<file path="config.mk">
export PLATFORM = sky130hd
export DESIGN_NAME = addr_postmod_unit
export DESIGN_NICKNAME = d
export VERILOG_FILES = /design/src/rtl/adrmod_pkg.sv /design/src/rtl/adrmod_ctrl.sv /design/src/rtl/adrmod_datapath.sv /design/src/rtl/addr_postmod_unit.sv
export SDC_FILE = /design/constraint.sdc
export NUM_CORES = 1
export LEC_CHECK = 0
export BUFFER_PORTS_ARGS = -buffer_cell sky130_fd_sc_hd__buf_2
export CAP_MARGIN = 25
export CORE_UTILIZATION = 45
export DETAILED_ROUTE_END_ITERATION = 8
export SLEW_MARGIN = 20
export SYNTH_ARGS = -nofsm -noshare
export SYNTH_HDL_FRONTEND = slang
export SYNTH_SLANG_ARGS = --single-unit
</file>
<file path="constraint.sdc">
create_clock -name clk -period 5.79 [get_ports clk]
set_input_delay 0.579 -clock clk [delete_from_list [all_inputs] [get_ports clk]]
set_output_delay 0.579 -clock clk [all_outputs]
set_load 0.02 [all_outputs]
</file>
<file path="src/rtl/adrmod_pkg.sv">
package adrmod_pkg;
  localparam int ADDR_W     = 16;
  localparam int NUM_AREG   = 4;
  localparam int AREG_SEL_W = $clog2(NUM_AREG);
  localparam int WR_SEL_W   = $clog2(2 * NUM_AREG + 1);

  typedef enum logic [2:0] {
    KIND_DMEM   = 3'd0,
    KIND_IMEM   = 3'd1,
    KIND_IDXADD = 3'd2,
    KIND_BDEC   = 3'd3,
    KIND_BINC   = 3'd4
  } opKind_e;

  typedef enum logic [2:0] {
    ADD_ZERO,
    ADD_M1,
    ADD_P1,
    ADD_INDEX,
    ADD_BND_DEC,
    ADD_BND_INC
  } addSel_e;

  typedef struct packed {
    logic                  updEn;
    logic [AREG_SEL_W-1:0] tgt;
    logic [AREG_SEL_W-1:0] idxPick;
    addSel_e               addSel;
    logic                  illegal;
  } modCtl_t;
endpackage

</file>
<file path="src/rtl/adrmod_ctrl.sv">
module adrmod_ctrl
  import adrmod_pkg::*;
(
  input  logic                  wrEn,
  input  logic                  opStrobe,
  input  logic [2:0]            opKind,
  input  logic [AREG_SEL_W-1:0] regSel,
  input  logic [AREG_SEL_W-1:0] idxSel,
  input  logic [1:0]            modMode,
  output modCtl_t               ctl
);
  opKind_e kind;
  assign kind = opKind_e'(opKind);

  always_comb begin
    ctl.updEn   = 1'b0;
    ctl.tgt     = regSel;
    ctl.idxPick = regSel;
    ctl.addSel  = ADD_ZERO;
    ctl.illegal = 1'b0;
    if (opStrobe && !wrEn) begin
      case (kind)
        KIND_DMEM, KIND_IMEM: begin
          if (kind == KIND_IMEM && modMode == 2'd3) begin
            ctl.illegal = 1'b1;
          end else begin
            ctl.updEn = 1'b1;
            case (modMode)
              2'd0:    ctl.addSel = ADD_ZERO;
              2'd1:    ctl.addSel = ADD_M1;
              2'd2:    ctl.addSel = ADD_P1;
              default: ctl.addSel = ADD_INDEX;
            endcase
          end
        end
        KIND_IDXADD: begin
          ctl.updEn   = 1'b1;
          ctl.addSel  = ADD_INDEX;
          ctl.idxPick = idxSel;
        end
        KIND_BDEC: begin
          ctl.updEn  = 1'b1;
          ctl.addSel = ADD_BND_DEC;
        end
        KIND_BINC: begin
          ctl.updEn  = 1'b1;
          ctl.addSel = ADD_BND_INC;
        end
        default: ctl.illegal = 1'b1;
      endcase
    end
  end
endmodule

</file>
<file path="src/rtl/adrmod_datapath.sv">
module adrmod_datapath
  import adrmod_pkg::*;
#(
  parameter int          BOUND_MAX = 'h7FF
)(
  input  logic                clk,
  input  logic                rstN,
  input  logic                wrEn,
  input  logic [WR_SEL_W-1:0] wrSel,
  input  logic [ADDR_W-1:0]   wrData,
  input  modCtl_t             ctl,
  output logic [ADDR_W-1:0]   curAddr
);
  localparam logic [ADDR_W:0] BOUND_LIM = (ADDR_W+1)'(BOUND_MAX);
  localparam logic [ADDR_W-1:0] ONE = ADDR_W'(1);

  logic [NUM_AREG-1:0][ADDR_W-1:0] addrQ;
  logic [NUM_AREG-1:0][ADDR_W-1:0] idxQ;
  logic [ADDR_W-1:0]               limitQ;
  logic [ADDR_W-1:0]               idxVal;
  logic [ADDR_W:0]                 bndSum;
  logic [ADDR_W-1:0]               nxtAddr;
  logic [WR_SEL_W-1:0]             idxOff;

  assign curAddr = addrQ[ctl.tgt];
  assign idxVal  = idxQ[ctl.idxPick];
  assign bndSum  = {1'b0, curAddr} + {1'b0, limitQ};
  assign idxOff  = wrSel - WR_SEL_W'(NUM_AREG);

  always_comb begin
    case (ctl.addSel)
      ADD_M1:      nxtAddr = curAddr - ONE;
      ADD_P1:      nxtAddr = curAddr + ONE;
      ADD_INDEX:   nxtAddr = curAddr + idxVal;
      ADD_BND_DEC: nxtAddr = (bndSum <= BOUND_LIM) ? bndSum[ADDR_W-1:0] : curAddr - ONE;
      ADD_BND_INC: nxtAddr = (bndSum <= BOUND_LIM) ? bndSum[ADDR_W-1:0] : curAddr + ONE;
      default:     nxtAddr = curAddr;
    endcase
  end

  always_ff @(posedge clk or negedge rstN) begin
    if (!rstN) begin
      addrQ  <= '0;
      idxQ   <= '0;
      limitQ <= '0;
    end else if (wrEn) begin
      if (wrSel < WR_SEL_W'(NUM_AREG))
        addrQ[wrSel[AREG_SEL_W-1:0]] <= wrData;
      else if (wrSel < WR_SEL_W'(2 * NUM_AREG))
        idxQ[idxOff[AREG_SEL_W-1:0]] <= wrData;
      else if (wrSel == WR_SEL_W'(2 * NUM_AREG))
        limitQ <= wrData;
    end else if (ctl.updEn) begin
      addrQ[ctl.tgt] <= nxtAddr;
    end
  end

  // a decrement step lands exactly one below the old pointer
  assert_dec_step_R2: assert property (@(posedge clk) disable iff (!rstN)
    (ctl.updEn && ctl.addSel == ADD_M1) |=> addrQ[$past(ctl.tgt)] == $past(curAddr) - ONE);

  // an increment step lands exactly one above the old pointer
  assert_inc_step_R2: assert property (@(posedge clk) disable iff (!rstN)
    (ctl.updEn && ctl.addSel == ADD_P1) |=> addrQ[$past(ctl.tgt)] == $past(curAddr) + ONE);

  // with no update and no load, every pointer holds
  assert_idle_hold_R2: assert property (@(posedge clk) disable iff (!rstN)
    (!ctl.updEn && !wrEn) |=> $stable(addrQ));

  // a rejected request freezes all pointers
  assert_illegal_hold_R7: assert property (@(posedge clk) disable iff (!rstN)
    ctl.illegal |=> $stable(addrQ));

  // a bounded step ends inside the window or one unit from the start
  assert_bounded_R6: assert property (@(posedge clk) disable iff (!rstN)
    (ctl.updEn && (ctl.addSel == ADD_BND_DEC || ctl.addSel == ADD_BND_INC)) |=>
      ((ADDR_W+1)'(addrQ[$past(ctl.tgt)]) <= BOUND_LIM) ||
      (addrQ[$past(ctl.tgt)] == $past(curAddr) + ONE) ||
      (addrQ[$past(ctl.tgt)] == $past(curAddr) - ONE));

  // a pointer load lands in the register wrSel names
  assert_load_R8: assert property (@(posedge clk) disable iff (!rstN)
    (wrEn && wrSel < WR_SEL_W'(NUM_AREG)) |=>
      addrQ[$past(wrSel[AREG_SEL_W-1:0])] == $past(wrData));
endmodule

</file>
<file path="src/rtl/addr_postmod_unit.sv">
module addr_postmod_unit
  import adrmod_pkg::*;
(
  input  logic                  clk,
  input  logic                  rstN,
  input  logic                  wrEn,
  input  logic [WR_SEL_W-1:0]   wrSel,
  input  logic [ADDR_W-1:0]     wrData,
  input  logic                  opStrobe,
  input  logic [2:0]            opKind,
  input  logic [AREG_SEL_W-1:0] regSel,
  input  logic [AREG_SEL_W-1:0] idxSel,
  input  logic [1:0]            modMode,
  output logic [ADDR_W-1:0]     accessAddr,
  output logic                  illegalReq
);
  modCtl_t ctl;

  adrmod_ctrl u_ctrl (
    .wrEn    (wrEn),
    .opStrobe(opStrobe),
    .opKind  (opKind),
    .regSel  (regSel),
    .idxSel  (idxSel),
    .modMode (modMode),
    .ctl     (ctl)
  );

  adrmod_datapath #(.BOUND_MAX('h7FF)) u_dp (
    .clk    (clk),
    .rstN   (rstN),
    .wrEn   (wrEn),
    .wrSel  (wrSel),
    .wrData (wrData),
    .ctl    (ctl),
    .curAddr(accessAddr)
  );

  assign illegalReq = ctl.illegal;
endmodule

</file>
==> results.json, run 1 <==
{
  "slew_headroom": 0.296,
  "async_reset_ff_frac": 1.00,
  "wl_per_cell_um": 25.7,
  "drive_gt1_frac": 0.238,
  "pin_count": 50,
  "rsz0062_at_grt": "no",
  "r2r_setup_slack_ns": 1.38,
  "cts.sinks": 144,
  "crit_end": "u_dp.addrQ[41]$_DFFE_PN0P_",
  "grt_pass1_vias": 8608,
  "nNetsFinal": 1122,
  "syn_area_um2": 9830,
  "root_buffer": "clkbuf_16",
  "synthDistinctLibCells": 76,
  "final_cells": 1342,
  "status": "complete, no violations",
  "cts_max_level": 4,
  "cp_num_buf_inv": 2,
  "post_cts_buffers": 0,
  "dr.pass1.iters": 6,
  "vias": 9080,
  "startpoint_type": "primary input",
  "gr-usage-all-layers": 0.318,
  "r2r_cells": 14,
  "skew_ns": 0.0162,
  "critPathMaxFanout": 17,
  "postCtsHoldBufs": 0,
  "grt_pass1_wl_um": 52500,
  "cts_tree": "done",
  "max_freq_mhz": 197,
  "cp_cell_sequence": "buf_2 -> or3b_2 -> or3b_2 -> mux2_2 -> buf_4 -> and2_1 -> a211oi_1 -> a31oi_1 -> ha_1 -> o21ai_0 -> o211ai_1 -> a41o_1 -> nor2_1 -> xor2_1 -> o21ai_1 -> a311oi_2 -> a2bb2oi_1 -> o21ai_1",
  "rows": 53,
  "drt_iter0_drc": 954,
  "pwr-share-seq": 0.310,
  "synthFlopType": "dfrtp_1",
  "worst_pin_slew_ns": 1.05,
  "p_int_uw": 2650,
  "cp.arrival_ns": 5.39,
  "ys_warn_count": 0,
  "power.density_nw_per_um2": 398,
  "r2r-end": "u_dp.addrQ[46]$_DFFE_PN0P_",
  "drv_cap": 0,
  "cts.path.max_buffers": 2,
  "antennaDiodeCount": 0,
  "drv_slew": 0,
  "clock_latency_ns": 0.44,
  "fill_cells": 1964,
  "fin_setup_tns_ns": 0,
  "synth_edf_count": 0,
  "vdd_ir_drop_max_mv": 0.220,
  "period_share": 0.877,
  "crit_required_ns": 6.11,
  "synth_fp_nets": 1081,
  "dp_cells": 1310,
  "critical-path-slowest-cell": "or3b_2",
  "antenna_found_initial": 2,
  "setup_violations": 0,
  "gp_congestion": 1.01,
  "hold_class": "in -> async",
  "vias_per_cell": 6.77,
  "cp-end-kind": "flip-flop",
  "comb_power_share": 0.430,
  "r2r_start": "u_dp.addrQ[48]$_DFFE_PN0P_",
  "min_period_ns": 5.08,
  "clkPwrFrac": 0.260,
  "total_power_uw": 4440,
  "core-area_um2": 21200,
  "grt_max_degree": 76,
  "die_w_um": 150,
  "dieArea_um2": 22400,
  "place_hpwl_um": 24200,
  "drt-total-wl_um": 34500,
  "cts_buffers": 17,
  "hold_viol_final": 0,
  "synth_seq_cells": 144,
  "sw_frac_of_total": 0.403,
  "leakagePower_uw": 0.00462,
  "initial_core_util": 0.463,
  "critical-path-top-delay-family": "compound AO/OA/AOI/OAI gates",
  "synth_cells": 1013,
  "synth_seq_area_share": 0.367,
  "synth_area_per_cell_um2": 9.71,
  "worst-path-stages": 18,
  "port_buffers": 49,
  "area_growth_pct": 13.3,
  "clk_pin_slew_ns": 0.07,
  "cp_slowest_stage_delay_ns": 0.59,
  "holdWs_ns": 0.151,
  "criticalPathCategory": "in -> reg",
  "cts_resized": 0,
  "drc": 0,
  "startpoint": "opKind[2]",
  "p_switching_uw": 1790,
  "fp.dieH_um": 150,
  "final_antenna_net_count": 0,
  "gr-total-overflow": 0
}
[synth_stat cells (6+ instances only)]
| library cell | number | area share |
|---|---|---|
| dfrtp_1 | 144 | 0.37 |
| mux2_2 | 83 | 0.095 |
| nand2_1 | 74 | 0.028 |
| o21ai_0 | 72 | 0.037 |
| clkbuf_1 | 53 | 0.020 |
| a21oi_1 | 52 | 0.026 |
| nor2_1 | 45 | 0.017 |
| ha_1 | 33 | 0.042 |
| a211oi_1 | 30 | 0.023 |
| nand3_1 | 28 | 0.014 |
| a31oi_1 | 24 | 0.015 |
| a22oi_1 | 22 | 0.017 |
| and2_1 | 18 | 0.011 |
| nor3_1 | 18 | 0.0092 |
| a221oi_1 | 17 | 0.015 |
| a32oi_1 | 17 | 0.015 |
| buf_1 | 15 | 0.0057 |
| inv_1 | 15 | 0.0057 |
| xnor2_1 | 14 | 0.012 |
| xor2_1 | 14 | 0.012 |
| a21o_1 | 13 | 0.0099 |
| a221o_1 | 13 | 0.013 |
| mux4_2 | 13 | 0.030 |
| nand4_1 | 9 | 0.0057 |
| o211ai_1 | 9 | 0.0069 |
| o21ai_1 | 9 | 0.0046 |
| and3_1 | 8 | 0.0051 |
| o21a_1 | 8 | 0.0061 |
| or3_1 | 8 | 0.0051 |
| a22o_1 | 7 | 0.0062 |
| nand3b_1 | 7 | 0.0053 |
| a21boi_0 | 6 | 0.0046 |
| mux2i_1 | 6 | 0.0061 |
| nor2b_1 | 6 | 0.0038 |
[sequential cells by signal (all words and copies together) (netlist names)]
| register | count |
|---|---|
| u_dp.limitQ | 16 |
| u_dp.idxQ | 64 |
| u_dp.addrQ | 64 |
[worst min path at each step]
stage,endpoint,slack [ns],from
floorplan,u_dp.addrQ[0]$_DFFE_PN0P_,0.28,rstN
global placement,u_dp.addrQ[25]$_DFFE_PN0P_,0.47,u_dp.addrQ[25]$_DFFE_PN0P_
detailed placement,u_dp.addrQ[25]$_DFFE_PN0P_,0.48,u_dp.addrQ[25]$_DFFE_PN0P_
CTS,u_dp.limitQ[14]$_DFFE_PN0P_,0.19,rstN
global route,u_dp.limitQ[15]$_DFFE_PN0P_,0.23,rstN
finish,u_dp.limitQ[15]$_DFFE_PN0P_,0.15,rstN
[layout make-up]
class | count | area, µm² | area share
Clock buffer | 18 | 439 | 0.0394
Clock inverter | 14 | 170 | 0.0153
Inverter | 15 | 56.3 | 0.00506
Multi-Input combinational cell | 776 | 5880 | 0.528
Sequential cell | 144 | 3600 | 0.324
Tap cell | 275 | 344 | 0.0309
Timing Repair Buffer | 100 | 647 | 0.0581
[power by group through the flow]
stage,Combinational [µW],Sequential (µW),Clock (µW)
floorplan,1280,1340,0
global placement,1850,1380,0
detailed placement,1850,1390,0
CTS,1860,1370,1170
global route,2050,1400,1210
finish,1910,1380,1160
[worst reg2reg max path, stage by stage, from the launching register on]
cell and delay [ns]:
dfrtp_1 0.38, mux4_2 0.53, ha_1 0.31, inv_1 0.09
fa_1 0.26, nor2b_1 0.09, o2111ai_1 0.27, a21oi_1 0.17
or4b_1 0.51, a32oi_1 0.26, buf_12 0.18, a21oi_2 0.20
a2111oi_2 0.51, a2bb2oi_2 0.35, o21ai_0 0.16
[stage by stage]
step	setup WS, ns	utilization	area [µm²]
2_1_floorplan	0.579	-	9830
3_3_place_gp	0.421	0.496	10500
3_5_place_dp	0.387	0.496	10500
4_1_cts	0.802	0.525	11100
5_1_grt	0.433	0.525	11100
6_report	0.714	0.525	11100
[layout by cell type, fill, tap and decap left out, types with 18 or more instances in the layout]
master,synthesis,layout
nand3_1,28,28
dfrtp_1,144,144
nand2_1,74,74
buf_4,0,50
ha_1,33,33
nor3_1,18,18
mux2_2,83,83
a211oi_1,30,30
nor2_1,45,45
a22oi_1,22,22
a21oi_1,52,52
and2_1,18,18
a31oi_1,24,24
o21ai_0,72,72
buf_2,5,48
[per-layer routing]
metal | GRT usage | wire [µm] | up-vias | share of wire
met1 | 0.436 | 14500 | 4460 | 0.42
met5 | 0 | 23 | - | 0.00067
met4 | 0.147 | 1550 | 4 | 0.045
met2 | 0.455 | 14700 | 495 | 0.43
li1 | - | - | 4015 | -
met3 | 0.0976 | 3650 | 106 | 0.11
[cell families after synthesis]
| kind of cell | share of synthesized area |
|---|---|
| and+or+nand+nor | 0.129 |
| AOI/OAI and AO/OA | 0.254 |
| buffers and inverters | 0.0380 |
| adders and majority gates | 0.0461 |
| DFF | 0.367 |
| xor gates and xnor gates | 0.0249 |
| muxes | 0.142 |
Note: power is estimated with default switching activity, not from simulation.
==> run 2: changes to the inputs <==
--- a/config.mk
+++ b/config.mk
@@ -7,8 +7,9 @@
 export LEC_CHECK = 0
 export BUFFER_PORTS_ARGS = -buffer_cell sky130_fd_sc_hd__buf_2
 export CAP_MARGIN = 25
-export CORE_UTILIZATION = 45
+export CORE_UTILIZATION = 35
 export DETAILED_ROUTE_END_ITERATION = 8
+export RECOVER_POWER = 25
 export SLEW_MARGIN = 20
 export SYNTH_ARGS = -nofsm -noshare
 export SYNTH_HDL_FRONTEND = slang
==> constraint.sdc (replaced) <==
create_clock -name clk -period 5.1 [get_ports clk]
set_input_delay 0.51 -clock clk [delete_from_list [all_inputs] [get_ports clk]]
set_output_delay 0.51 -clock clk [all_outputs]
set_load 0.02 [all_outputs]
==> results.json, run 2 (synthesis results as in run 1) <==
{
  "core-area_um2": 27300,
  "mostFrequentLayoutCells": "dfrtp_1 (144), mux2_2 (83), buf_4 (81)",
  "hold_viol_final": 0,
  "cts_resized": 0,
  "root_buffer": "clkbuf_16",
  "startpoint_type": "primary input",
  "post_cts_buffers": 0,
  "grt_pass1_vias": 8504,
  "gr-total-overflow": 0,
  "cts.sinks": 144,
  "worst_pin_slew_ns": 2.78,
  "wl_per_cell_um": 23.2,
  "drv_slew": 110,
  "crit_required_ns": 5.41,
  "dr.pass1.iters": 6,
  "preCtsSetupSlack_ns": 0.0201,
  "top_regs": "u_dp.addrQ (64), u_dp.idxQ (64), u_dp.limitQ (16)",
  "final_antenna_net_count": 0,
  "fp.dieH_um": 170,
  "dieArea_um2": 28800,
  "cp_cell_sequence": "buf_2 -> or3b_2 -> or3b_2 -> buf_4 -> mux2i_2 -> buf_4 -> a211oi_1 -> a31oi_1 -> ha_1 -> o21a_1 -> o21a_1 -> a41o_1 -> nor4_1 -> nor3_1 -> xor2_1 -> a222oi_1 -> a21boi_0 -> buf_4 -> o21ai_0",
  "dpl_cell_area_um2": 10900,
  "pin_count": 50,
  "cts_tree": "done",
  "gr-usage-all-layers": 0.242,
  "status": "complete, but fails checks",
  "r2r_setup_slack_ns": 0.72,
  "antennaDiodeCount": 0,
  "drv_cap": 1,
  "stdcell_area_um2": 11500,
  "fin_util": 0.420,
  "min_period_ns": 4.70,
  "max_freq_mhz": 213,
  "drt_iter0_drc": 1000,
  "leakagePower_uw": 0.00475,
  "criticalPathCategory": "in -> reg",
  "die_w_um": 170,
  "cts.path.max_buffers": 2,
  "place_hpwl_um": 24700,
  "hold_depth": 2,
  "period_share": 0.922,
  "cp_num_buf_inv": 4,
  "drt-total-wl_um": 34100,
  "cts_max_level": 4,
  "r2r_cells": 13,
  "rows": 60,
  "port_buffers": 49,
  "hold_class": "reg -> reg",
  "power.density_nw_per_um2": 438,
  "skew_ns": 0.0105,
  "nNetsFinal": 1154,
  "cp-end-kind": "flip-flop",
  "cp.arrival_ns": 5.01,
  "cts_buffers": 17,
  "fin_setup_tns_ns": 0,
  "rsz0062_at_grt": "no",
  "worst_slack_ns": 0.397,
  "initial_core_util": 0.361,
  "clk_pin_slew_ns": 0.06,
  "grt_max_degree": 110,
  "gp_congestion": 0.933,
  "worst-path-stages": 19,
  "vias": 9115,
  "clock_latency_ns": 0.43,
  "vias_per_cell": 6.20,
  "critical-path-top-delay-family": "compound AO/OA/AOI/OAI gates",
  "cp_slowest_stage_delay_ns": 0.58,
  "fill_cells": 2652,
  "crit_top_cell": "buf_4",
  "final_cells": 1470,
  "drive_gt1_frac": 0.257,
  "slew_headroom": -0.851,
  "dp_cells": 1438,
  "antenna_found_initial": 0,
  "critPathMaxFanout": 22,
  "critical-path-slowest-cell": "or3b_2",
  "drc": 0,
  "setup_violations": 0,
  "area_growth_pct": 16.5,
  "postCtsHoldBufs": 0,
  "layout_commonest_cell": "dfrtp_1",
  "vdd_ir_drop_max_mv": 0.208,
  "grt_pass1_wl_um": 52000,
  "failed_checks": "capacitance limit, slew limit"
}
==> run 2: tightest hold or removal path: stages, from the launching register on <==
cell	delay, ns
dfrtp_1	0.34
nand2_1	0.05
o21ai_1	0.06
==> run 2: layout make-up <==
class	count	area [µm²]	area share
Sequential cell	144	3600	0.315
Clock buffer	19	453	0.0395
Multi-Input combinational cell	776	5870	0.512
Clock inverter	12	123	0.0107
Tap cell	372	465	0.0406
Timing Repair Buffer	132	888	0.0775
Inverter	15	56.3	0.00491
==> run 2: report_power, final <==
group / total [µW] / internal [µW] / leakage (µW) / switching, µW
clock network: 1250 / 705 / 0.000279 / 541
logic: 2210 / 947 / 0.00267 / 1260
registers: 1570 / 1420 / 0.00180 / 152
total: 5020 / 3070 / 0.00475 / 1950
==> run 2: metal layers <==
| layer | vias to the layer above | share of wire | GRT usage |
|---|---|---|---|
| li1 | 4073 | - | - |
| met1 | 4545 | 0.44 | 0.334 |
| met2 | 429 | 0.46 | 0.381 |
| met3 | 68 | 0.074 | 0.0406 |
| met4 | 0 | 0.033 | 0.0811 |
| met5 | - | 0 | 0 |
==> run 2: path summary, 6_finish.rpt <==
kind                                             from                          to
max                                         opKind[2]  u_dp.addrQ[27]$_DFFE_PN0P_
min                        u_dp.addrQ[57]$_DFFE_PN0P_  u_dp.addrQ[57]$_DFFE_PN0P_
max reg2reg                u_dp.addrQ[18]$_DFFE_PN0P_   u_dp.addrQ[3]$_DFFE_PN0P_
min reg2reg                u_dp.addrQ[57]$_DFFE_PN0P_  u_dp.addrQ[57]$_DFFE_PN0P_
max in group asynchronous                        rstN  u_dp.addrQ[45]$_DFFE_PN0P_
min in group asynchronous                        rstN   u_dp.idxQ[59]$_DFFE_PN0P_
==> run 2: per-stage QoR <==
step                hold slack (ns)  power, µW
floorplan                     0.214       2980
global placement              0.471       3720
detailed placement            0.474       3740
CTS                           0.263       5000
global route                  0.493       5280
finish                        0.489       5020
